**src/rtl/nip_pkg.sv**
```systemverilog
package nip_pkg;
  typedef enum logic [3:0] {
    OP_NOP  = 4'd0,
    OP_GEN  = 4'd1,
    OP_JUMP = 4'd2,
    OP_LINK = 4'd3,
    OP_BEQ  = 4'd4,
    OP_BNE  = 4'd5,
    OP_BLE  = 4'd6,
    OP_BLT  = 4'd7
  } nip_op_e;

  typedef enum logic [1:0] {
    TY_I4 = 2'd0,
    TY_I8 = 2'd1,
    TY_U4 = 2'd2,
    TY_U8 = 2'd3
  } nip_ty_e;

  typedef struct packed {
    logic eq;
    logic lt;
  } nip_cmp_t;
endpackage

```
**src/rtl/nip_seq.sv**
```systemverilog
module nip_seq #(
  parameter int IP_W       = 32,
  parameter int WORD_BYTES = 4
) (
  input  logic [IP_W-1:0] ip_i,
  input  logic            has_imm_i,
  output logic [IP_W-1:0] seq_o
);
  localparam logic [IP_W-1:0] STEP1 = IP_W'(WORD_BYTES);
  localparam logic [IP_W-1:0] STEP2 = IP_W'(2 * WORD_BYTES);

  assign seq_o = ip_i + (has_imm_i ? STEP2 : STEP1);
endmodule

```
**src/rtl/nip_cmp.sv**
```systemverilog
module nip_cmp
  import nip_pkg::*;
#(
  parameter int REG_W    = 64,
  parameter int NARROW_W = 32
) (
  input  logic [REG_W-1:0] a_i,
  input  logic [REG_W-1:0] b_i,
  input  logic [1:0]       type_i,
  output nip_cmp_t         res_o
);
  localparam int NW = 2;

  logic [NW-1:0] eq_w, ltu_w, lts_w;

  genvar g;
  for (g = 0; g < NW; g++) begin : g_width
    localparam int W = (g == 0) ? NARROW_W : REG_W;
    logic [W-1:0] a, b;
    assign a        = a_i[W-1:0];
    assign b        = b_i[W-1:0];
    assign eq_w[g]  = (a == b);
    assign ltu_w[g] = (a < b);
    assign lts_w[g] = ($signed(a) < $signed(b));
  end

  nip_ty_e ty;
  logic    wide, is_signed;
  assign ty        = nip_ty_e'(type_i);
  assign wide      = (ty == TY_I8) || (ty == TY_U8);
  assign is_signed = (ty == TY_I4) || (ty == TY_I8);

  assign res_o.eq = eq_w[wide];
  assign res_o.lt = is_signed ? lts_w[wide] : ltu_w[wide];

  // equal and less-than are mutually exclusive
  always_comb begin
    p_eq_lt_excl_r6: assert (!(res_o.eq && res_o.lt) || $isunknown({a_i, b_i, type_i}));
  end
endmodule

```
**src/rtl/nip_tgt.sv**
```systemverilog
module nip_tgt #(
  parameter int IP_W  = 32,
  parameter int IDX_W = 8
) (
  input  logic [IP_W-1:0]  ip_i,
  input  logic [IP_W-1:0]  imm_i,
  input  logic [IDX_W-1:0] r1_idx_i,
  input  logic [IP_W-1:0]  reg_tgt_i,
  output logic [IP_W-1:0]  jmp_tgt_o,
  output logic [IP_W-1:0]  br_tgt_o
);
  assign jmp_tgt_o = (r1_idx_i == '0) ? imm_i : reg_tgt_i;
  // two's-complement add wraps modulo 2^IP_W
  assign br_tgt_o  = ip_i + imm_i;
endmodule

```
**src/rtl/next_ip_unit.sv**
```systemverilog
module next_ip_unit
  import nip_pkg::*;
#(
  parameter int IP_W       = 32,
  parameter int REG_W      = 64,
  parameter int IDX_W      = 8,
  parameter int NARROW_W   = 32,
  parameter int WORD_BYTES = 4
) (
  input  logic             clk_i,
  input  logic             rst_ni,
  input  logic             valid_i,
  input  logic [3:0]       op_i,
  input  logic [1:0]       type_i,
  input  logic             has_imm_i,
  input  logic [IP_W-1:0]  imm_i,
  input  logic [IDX_W-1:0] r1_idx_i,
  input  logic [REG_W-1:0] opa_i,
  input  logic [REG_W-1:0] opb_i,
  output logic [IP_W-1:0]  ip_o,
  output logic [IP_W-1:0]  next_ip_o,
  output logic             taken_o,
  output logic             link_we_o,
  output logic [IP_W-1:0]  link_data_o
);
  logic [IP_W-1:0] ip_q, seq_ip, jmp_tgt, br_tgt, nxt;
  nip_cmp_t        cmp;
  nip_op_e         op;
  logic            tkn;

  assign op = nip_op_e'(op_i);

  nip_seq #(.IP_W(IP_W), .WORD_BYTES(WORD_BYTES)) u_seq (
    .ip_i      (ip_q),
    .has_imm_i (has_imm_i),
    .seq_o     (seq_ip)
  );

  nip_cmp #(.REG_W(REG_W), .NARROW_W(NARROW_W)) u_cmp (
    .a_i    (opa_i),
    .b_i    (opb_i),
    .type_i (type_i),
    .res_o  (cmp)
  );

  nip_tgt #(.IP_W(IP_W), .IDX_W(IDX_W)) u_tgt (
    .ip_i      (ip_q),
    .imm_i     (imm_i),
    .r1_idx_i  (r1_idx_i),
    .reg_tgt_i (opa_i[IP_W-1:0]),
    .jmp_tgt_o (jmp_tgt),
    .br_tgt_o  (br_tgt)
  );

  always_comb begin
    tkn = 1'b0;
    nxt = seq_ip;
    case (op)
      OP_JUMP, OP_LINK: begin
        tkn = 1'b1;
        nxt = jmp_tgt;
      end
      OP_BEQ, OP_BNE, OP_BLE, OP_BLT: begin
        case (op)
          OP_BEQ:  tkn = cmp.eq;
          OP_BNE:  tkn = !cmp.eq;
          OP_BLE:  tkn = cmp.eq || cmp.lt;
          default: tkn = cmp.lt;
        endcase
        if (tkn) nxt = br_tgt;
      end
      default: ;
    endcase
  end

  always_ff @(posedge clk_i or negedge rst_ni) begin
    if (!rst_ni)      ip_q <= '0;
    else if (valid_i) ip_q <= nxt;
  end

  assign ip_o        = ip_q;
  assign next_ip_o   = nxt;
  assign taken_o     = tkn;
  assign link_we_o   = valid_i && (op == OP_LINK);
  assign link_data_o = seq_ip;

  p_hold_r8: assert property (@(posedge clk_i) disable iff (!rst_ni)
    !valid_i |=> $stable(ip_q));
  p_load_r8: assert property (@(posedge clk_i) disable iff (!rst_ni)
    valid_i |=> ip_q == $past(next_ip_o));
  p_jump_taken_r3: assert property (@(posedge clk_i) disable iff (!rst_ni)
    (op == OP_JUMP || op == OP_LINK) |-> taken_o);
  p_link_only_r9: assert property (@(posedge clk_i) disable iff (!rst_ni)
    link_we_o |-> (valid_i && op_i == 4'd3));
  p_not_taken_seq_r7: assert property (@(posedge clk_i) disable iff (!rst_ni)
    !taken_o |-> (next_ip_o - ip_o == IP_W'(WORD_BYTES) ||
                  next_ip_o - ip_o == IP_W'(2 * WORD_BYTES)));
endmodule

```
**config.mk**
```make
export PLATFORM = sky130hd
export DESIGN_NAME = next_ip_unit
export DESIGN_NICKNAME = d
export VERILOG_FILES = /design/src/rtl/nip_pkg.sv /design/src/rtl/nip_seq.sv /design/src/rtl/nip_cmp.sv /design/src/rtl/nip_tgt.sv /design/src/rtl/next_ip_unit.sv
export SDC_FILE = /design/constraint.sdc
export NUM_CORES = 1
export LEC_CHECK = 0
export ABC_AREA = 1
export BUFFER_PORTS_ARGS = -buffer_cell sky130_fd_sc_hd__buf_4
export CAP_MARGIN = 15
export CORE_MARGIN = 2
export CORE_UTILIZATION = 40
export CTS_CLUSTER_DIAMETER = 60
export DETAILED_ROUTE_END_ITERATION = 10
export PLACE_DENSITY = 0.66
export SLEW_MARGIN = 10
export SYNTH_ARGS = -nofsm -noshare
export SYNTH_HDL_FRONTEND = slang
export SYNTH_HIERARCHICAL = 1
export SYNTH_SLANG_ARGS = --single-unit
export TNS_END_PERCENT = 100
```
**constraint.sdc**
```tcl
create_clock -name clk_i -period 3 [get_ports clk_i]
set_input_delay 0.45 -clock clk_i [delete_from_list [all_inputs] [get_ports clk_i]]
set_output_delay 0.45 -clock clk_i [all_outputs]
set_load 0.03 [all_outputs]
```
==> results.toml, run 1 <==
[outcome]
status = "complete, but fails checks"
violations = "negative setup slack"

[layout]
final_util_pct = 60.5
largest_reg_flops = 32
final_nets = 2201
area.sequential_um2 = 801
finalNonFillerCells = 2204
num_antenna_cells = 0
drive_above_1_share_pct = 34.0
area_delta_synth_final_pct = 49.8
multiInputGateArea_um2 = 6930
n_fill_cell = 2136

[placed_design]
place_congestion = 0.953
io_buffers = 275
post-place-cells = 2169
hpwl_mm = 29.5
pre_cts_ws_ns = -0.473

[clock_network]
cts_buffer_depth = 2
path_clk_slew_ns = 0.07
cts_tree = "yes"
clkLatencyLatePin_ns = 0.30
cts_buffers = 5
cts_max_level = 2
cts.sinks = 32
cts-hold-fix-buffers = 0
root_buffer = "clkbuf_16"

[detailed_routing]
ant_nets = 0
drc = 0
viasPerCell = 5.09
drtPass1Iterations = 5
vias = 11221
avgRoutedWirePerCell_um = 16.9
drt_iter0_markers = 904
wirelength_mm = 37.3

[floorplanning]
rows = 54
die_w_um = 152
die_area_um2 = 23000
dieHeight_um = 152
ios = 276
core-area_um2 = 21600
start_util_pct = 40.4

[global_route]
grt-ovfl-total = 0
grt_pass1_wl_mm = 55.5
antenna_found_initial = 0
grt_usage_pct = 31.4
grt_pass1_vias = 10597
grt_max_degree = 65

[run]
cap_violations = 0

[power_and_ir_drop]
p_sw_mw = 3.67
seq_power_share_pct = 10.0
p_sw_share_pct = 55.3
clockPowerShare_pct = 8.9
internal_power_mw = 2.97
powerDensity_nw_per_um2 = 507
combPwrFrac_pct = 81.1
leakage_nw = 7.60
power_mw = 6.63
ir_drop_uv = 255

[synth]
async_flop_share_pct = 100
synthMostInstantiatedCell = "nand2_1"
syn_area_per_cell_um2 = 5.65
netlist.area_leader.share_pct = 21.7
synth_top_flop_cell = "dfrtp_1"
syn-num-nets = 1822
netlist_area_um2 = 8730
ys_ff_latch = 32
yosys.area.top_type = "nand2_1"
synthCells = 1545
netlist_top_cells_area = "nand2_1 22%, inv_1 14%, ha_1 14%"
ys_top_cells_by_count = "504 x nand2_1, 329 x inv_1, 101 x nand3_1"
synth-edff-count = 0
seq_area_frac_synth_pct = 9.18
yosys_warnings = 6
synth_cell_types = 40

[sta]
period_minus_slack_ns = 3.48
relSlewSlack_pct = 57.1
timing.final.crit_share_pct = 116
tightest_slew_ns = 0.638
finalClockSkew_ns = 0.0113
slew_viol_final = 0
finalSetupTns_ns = -14.72
fin_ws_ns = -0.485
max_freq_ghz = 0.287
setup_viol = 35
finalHoldViolations = 0
rsz0062_at_grt = "yes"

[worst_setup_path]
required_ns = 2.55
end_kind = "output port"
crit_arrival_ns = 3.03
path_max_fanout = 4
worstSetupPathType = "primary input to output port"
critPathLaunchType = "primary input"

[min_path]
hold_path.class = "primary input to asynchronous set/reset pin"
per-layer routing:
layer  part of all wire, %  GRT usage, %  vias up
li1                      -             -     5492
met1                    39          40.2     5062
met2                    47          53.4      573
met3                    10          5.15       94
met4                   3.9          10.7        0
met5                     0             0        -
area by class of cell:
class                           count  area share, %
Clock buffer                        7           1.17
Inverter                          337           9.75
Multi-Input combinational cell   1135           53.0
Sequential cell                    32           6.13
Tap cell                          280           2.68
Timing Repair Buffer              413           27.3
power groups by stage:
stage / sequential (mW) / clock, mW / combinational [mW]
detailed placement: 0.664 / 0 / 4.92
global placement: 0.662 / 0 / 4.89
finish: 0.662 / 0.592 / 5.38
floorplan: 0.913 / 0 / 2.74
global route: 0.672 / 0.603 / 5.79
CTS: 0.657 / 0.591 / 5.12
repair_timing:
action | 4_1_cts | 5_1_grt
pin swaps | 21 | 46
buffers inserted | 7 | 14
gates cloned | 4 | 3
resized for setup | 85 | 66
setup endpoints to repair | 33 | 65
cells by family (layout without fill, tap and decap cells):
kind of cell             count (synthesis)  in the layout  share of synthesized area (%)
AO/OA/AOI/OAI                          133            133                           8.24
AND/OR/NAND/NOR                        872            872                           47.7
XOR/XNOR                                31             31                           3.11
flip-flops                              32             32                           9.18
buffers and inverters                  378            757                           17.4
adder cells (fa/ha/maj)                 99             99                           14.4
path summary, 6_finish.rpt:
kind	start	cells past startpoint	slack, ns	endpoint
setup / recovery	opa_i[10]	24	-0.48	next_ip_o[9]
hold / removal	rst_ni	1	0.13	ip_o[27]$_DFFE_PN0P_
setup reg to reg	ip_o[0]$_DFFE_PN0P_	17	0.37	ip_o[12]$_DFFE_PN0P_
hold reg to reg	ip_o[31]$_DFFE_PN0P_	2	0.60	ip_o[31]$_DFFE_PN0P_
max in group asynchronous	rst_ni	1	2.52	ip_o[8]$_DFFE_PN0P_
min in group clk_i	ip_o[31]$_DFFE_PN0P_	2	0.60	ip_o[31]$_DFFE_PN0P_
critical path: stages:
cell and delay [ns]:
buf_4 0.12, ha_1 0.29, nand4_1 0.18, nor3_4 0.21
nand2_1 0.09, nand2_1 0.07, nand2_2 0.05, nand2_2 0.08
nand2_2 0.07, nand3_2 0.07, nand3_2 0.08, nand2_2 0.05
nand2_1 0.05, nand2_1 0.06, nand2_1 0.07, nand2_2 0.12
buf_6 0.10, nand3_4 0.11, buf_12 0.17, clkbuf_16 0.15
nand3_1 0.07, nand3_2 0.07, nand2_2 0.09, buf_6 0.13
cells in the final DEF, fill, tap and decap left out, types with 22 or more instances in the layout:
cell type	n
a21oi_1	40
nor2_1	97
ha_1	81
nand3_1	74
xor2_1	22
inv_1	323
buf_6	45
nand2_1	483
nand2_2	73
nand3_2	86
buf_4	348
dfrtp_1	32
o21ai_0	67
stage by stage:
stage	instance area, um2	hold WS (ns)
floorplan	8730	0.154
finish	13100	0.126
detailed placement	11800	0.448
CTS	12600	0.136
global route	13100	0.156
global placement	11800	0.447
Power figures use the tool's default switching activity.
==> inputs of run 2 (changes only) <==
Settings changed: SKIP_CTS_REPAIR_TIMING set to 1.
==> run 2 against run 1 <==
The run still ends with negative setup slack left. Cell area down 3.0%. Sequential power about the same. First-iteration DRC count up 6.7%. Sequential share of layout area up 0.19 points. Critical path depth unchanged. Highest routed layer unchanged. Clock-buffer cell count unchanged. Clock power down 0.7%. Largest cell class unchanged. Hold slack worse by 0.0062 ns. Via count down 1.7%. Non-clock buffer count down 13. Utilization down 1.8 points. Combinational power down 1%.
==> results.toml, run 2 (synthesis results as in run 1) <==
[layout]
area_delta_synth_final_pct = 45.4
largest_reg_flops = 32
layout_common_cells = "482 x nand2_1, 348 x buf_4, 326 x inv_1"
drive_above_1_share_pct = 32.6
final_nets = 2188
final_util_pct = 58.7
num_antenna_cells = 0
layout_commonest_cell = "nand2_1"

[worst_setup_path]
end_kind = "output port"
critPathLaunchType = "primary input"
path_max_fanout = 7
worstSetupPathType = "primary input to output port"
crit_arrival_ns = 2.99
required_ns = 2.55

[global_route]
antenna_found_initial = 0
grtUsageMet2_pct = 51.2
use_met3_pct = 5.00
grt_pass1_wl_mm = 53.6
grt_usage_pct = 30.2
grt_pass1_vias = 10265
grt_max_degree = 65
busiest_layer = "met2"
grt-ovfl-total = 0
grtUsageMet1_pct = 39.0

[floorplanning]
ios = 276
core-area_um2 = 21600
die_area_um2 = 23000
dieHeight_um = 152
start_util_pct = 40.4
rows = 54
die_w_um = 152

[placed_design]
place_congestion = 0.953
hpwl_mm = 29.5
io_buffers = 275
pre_cts_ws_ns = -0.473

[clock_network]
cts_buffer_depth = 2
cts_buffers = 5
cts_max_level = 2
path_clk_slew_ns = 0.07
clkLatencyLatePin_ns = 0.29
root_buffer = "clkbuf_16"
cts.sinks = 32
cts_tree = "yes"

[detailed_routing]
drtPass1Iterations = 5
ant_nets = 0
wirelength_mm = 36.6
viasPerCell = 5.03
vias = 11030
drt_iter0_markers = 965
drc = 0
avgRoutedWirePerCell_um = 16.7

[sta]
period_minus_slack_ns = 3.44
rsz0062_at_grt = "yes"
slew_viol_final = 0
setup_viol = 34
relSlewSlack_pct = 65.7
finalClockSkew_ns = 0.0107
max_freq_ghz = 0.291
tightest_slew_ns = 0.515
fin_ws_ns = -0.437
finalHoldViolations = 0
timing.final.crit_share_pct = 115

[outcome]
violations = "negative setup slack"
status = "complete, but fails checks"

[power_and_ir_drop]
ir_drop_uv = 242
leakage_nw = 7.43
power_mw = 6.56
powerDensity_nw_per_um2 = 517

[run]
cap_violations = 0

[min_path]
hold_path.class = "primary input to asynchronous set/reset pin"
[run 2: path summary, 6_finish.rpt]
path                                 startpoint              endpoint  slack (ns)  depth (start not counted)
setup / recovery                      opb_i[23]         next_ip_o[29]       -0.44                         24
hold / removal                           rst_ni  ip_o[27]$_DFFE_PN0P_        0.12                          1
setup reg to reg            ip_o[0]$_DFFE_PN0P_  ip_o[24]$_DFFE_PN0P_        0.39                         18
hold reg to reg            ip_o[31]$_DFFE_PN0P_  ip_o[31]$_DFFE_PN0P_        0.61                          2
max in group asynchronous                rst_ni   ip_o[8]$_DFFE_PN0P_        2.53                          1
min in group clk_i         ip_o[31]$_DFFE_PN0P_  ip_o[31]$_DFFE_PN0P_        0.61                          2
[run 2: stage by stage]
| step | hold slack [ns] | cell area, um2 | TNS [ns] | instances |
|---|---|---|---|---|
| finish | 0.119 | 12700 | -13.48 | 2191 |
| global route | 0.153 | 12700 | -21.53 | 2191 |
| CTS | 0.136 | 12000 | -13.83 | 2176 |
| detailed placement | 0.448 | 11800 | -15.51 | 2169 |
| global placement | 0.447 | 11800 | -12.88 | 2169 |
| floorplan | 0.154 | 8730 | 0 | 1545 |
[run 2: area by class of cell]
class	count	area (um2)
fill	2200	8940
timing repair buffer	400	3320
clock buffer	7	153
multi-input combinational	1135	6790
sequential	32	801
inverter	337	1270
tap	280	350
[run 2: worst max-delay path, cell delays in order]
cell       delay [ns]
buf_4            0.08
inv_1            0.06
ha_4             0.27
nand2_2          0.06
nor2_1           0.16
nand4_1          0.19
nor2_4           0.17
nand2_2          0.07
nand2_2          0.09
nand2_2          0.07
nand3_1          0.09
nand3_2          0.09
nand2_2          0.06
nand2_1          0.05
nand2_1          0.07
nand2_1          0.07
nand2_2          0.14
nand2_4          0.08
nand2_8          0.14
clkbuf_16        0.19
nand3_2          0.08
nand3_2          0.08
nand2_2          0.06
buf_6            0.14
[run 2: metal layers]
layer,part of all wire [%],vias to the layer above
li1,-,5458
met1,40,4951
met2,47,546
met3,9.7,75
met4,3.4,0
met5,0,-
[run 2: power breakdown]
part,total (mW),switching [mW],internal [mW],leakage (nW)
registers,0.663,0.125,0.538,0.409
clock network,0.588,0.238,0.350,0.0760
logic,5.31,3.27,2.04,6.94
==> inputs of run 3 (changes only) <==
Settings changed: REMOVE_ABC_BUFFERS set to 1.
==> run 3 against run 2 <==
The run still ends with negative setup slack left. Clock skew increased by 0.0062 ns. Non-clock buffer count down 3. Utilization increased by 2.3 points. Sequential cell count is the same. Largest power group unchanged.
==> results.toml, run 3 (synthesis results as in run 1) <==
[clock_network]
cts_buffers = 5
cts_max_level = 2
cts_buffer_depth = 2
root_buffer = "clkbuf_16"
path_clk_slew_ns = 0.08
cts.sinks = 32
cts_tree = "yes"
clkLatencyLatePin_ns = 0.30

[placed_design]
post-place-cells = 2166
place_area_um2 = 11800
place_congestion = 1.03
io_buffers = 275
hpwl_mm = 30.6

[worst_setup_path]
worstRegToRegCells = 18
r2r_start = "ip_o[0]$_DFFE_PN0P_"
required_ns = 2.55
reg2reg_to = "ip_o[24]$_DFFE_PN0P_"
cp_common_cell = "nand2_2"
slowest_stage = "clkbuf_16"
crit_arrival_ns = 3.05
end_kind = "output port"
critPathLaunchType = "primary input"
path_max_fanout = 8
worstSetupPathType = "primary input to output port"
reg2reg_slack_ns = 0.43
slowest_delay_ns = 0.25

[sta]
fin_ws_ns = -0.500
finalHoldViolations = 0
max_freq_ghz = 0.286
tightest_slew_ns = 0.552
finalSetupTns_ns = -14.86
rsz0062_at_grt = "yes"
relSlewSlack_pct = 63.2
slew_viol_final = 0
period_minus_slack_ns = 3.50
finalHoldWorstSlack_ns = 0.132
timing.final.crit_share_pct = 117
finalClockSkew_ns = 0.0169
setup_viol = 33

[floorplanning]
core-area_um2 = 21600
dieHeight_um = 152
die_w_um = 152
die_area_um2 = 23000
rows = 54
ios = 276
start_util_pct = 40.4

[power_and_ir_drop]
powerDensity_nw_per_um2 = 509
ir_drop_uv = 278
leakage_nw = 7.51

[outcome]
status = "complete, but fails checks"
violations = "negative setup slack"

[global_route]
grt_pass1_vias = 10396
antenna_found_initial = 2
grt_max_degree = 33
grt_pass1_wl_mm = 55.2
grt-ovfl-total = 0
grt_usage_pct = 31.3

[layout]
layout_common_cells = "471 x nand2_1, 331 x buf_4, 313 x inv_1"
final_nets = 2185
n_fill_cell = 2105
fin_area_um2 = 13200
drive_above_1_share_pct = 36.2
finalNonFillerCells = 2189
num_antenna_cells = 0
largest_reg_flops = 32
layout_commonest_cell = "nand2_1"
area_delta_synth_final_pct = 51.1

[min_path]
hold_path.class = "primary input to asynchronous set/reset pin"

[detailed_routing]
vias = 11240
viasPerCell = 5.13
drc = 0
avgRoutedWirePerCell_um = 17.5
wirelength_mm = 38.4
drtPass1Iterations = 6
drt_iter0_markers = 934
ant_nets = 0

[run]
cap_violations = 0
[run 3: changes by cell type in the layout (fill, tap and decap cells not counted), moves of 13 or more]
cell     delta
inv_1      -13
ha_4       +17
nand3_1    -14
buf_4      -17
ha_1       -17
buf_6      +13
[run 3: through the flow]
stage	util, %	power, mW	setup slack [ns]
global placement	54.6	5.49	-0.480
CTS	55.5	6.22	-0.553
floorplan	-	3.60	-0.0940
finish	61.0	6.71	-0.500
global route	61.0	7.14	-0.673
detailed placement	54.6	5.52	-0.540
[run 3: layout make-up]
class,instances,area [um2],area share (%)
clock buffers,7,153,1.16
clock inverters,1,30.0,0.228
multi-input cells,1135,7200,54.6
repair buffers,397,3360,25.5
inverters,337,1290,9.77
flip-flops and latches,32,801,6.07
well taps,280,350,2.66
[run 3: worst max-delay path by stage]
stage	startpoint	endpoint	slack, ns
floorplan	opb_i[63]	next_ip_o[17]	-0.09
global placement	opa_i[5]	next_ip_o[27]	-0.48
detailed placement	opa_i[5]	next_ip_o[27]	-0.54
CTS	opa_i[5]	next_ip_o[27]	-0.55
global route	opb_i[47]	next_ip_o[22]	-0.67
finish	opb_i[2]	next_ip_o[22]	-0.50
[run 3: critical path: cells and delay by family]
kind | cells | cell delay, ns
adder cells (fa/ha/maj) | 1 | 0.19
buffers and inverters | 6 | 0.70
AND/OR/NAND/NOR | 22 | 1.67
[run 3: per-layer routing]
metal / track usage (%) / wire length [um] / share of wire [%] / vias to the layer above
li1: - / - / - / 5461
met1: 41.5 / 15500 / 40 / 5132
met2: 52.8 / 18200 / 48 / 560
met3: 4.25 / 3390 / 8.8 / 87
met4: 9.12 / 1210 / 3.2 / 0
met5: 0 / 0 / 0 / -
[run 3: where the power goes]
group          leakage (nW)  internal (mW)  switching (mW)
clock                0.0901          0.439           0.248
combinational          7.01           2.06            3.31
sequential            0.409          0.538           0.118
total                  7.51           3.03            3.68
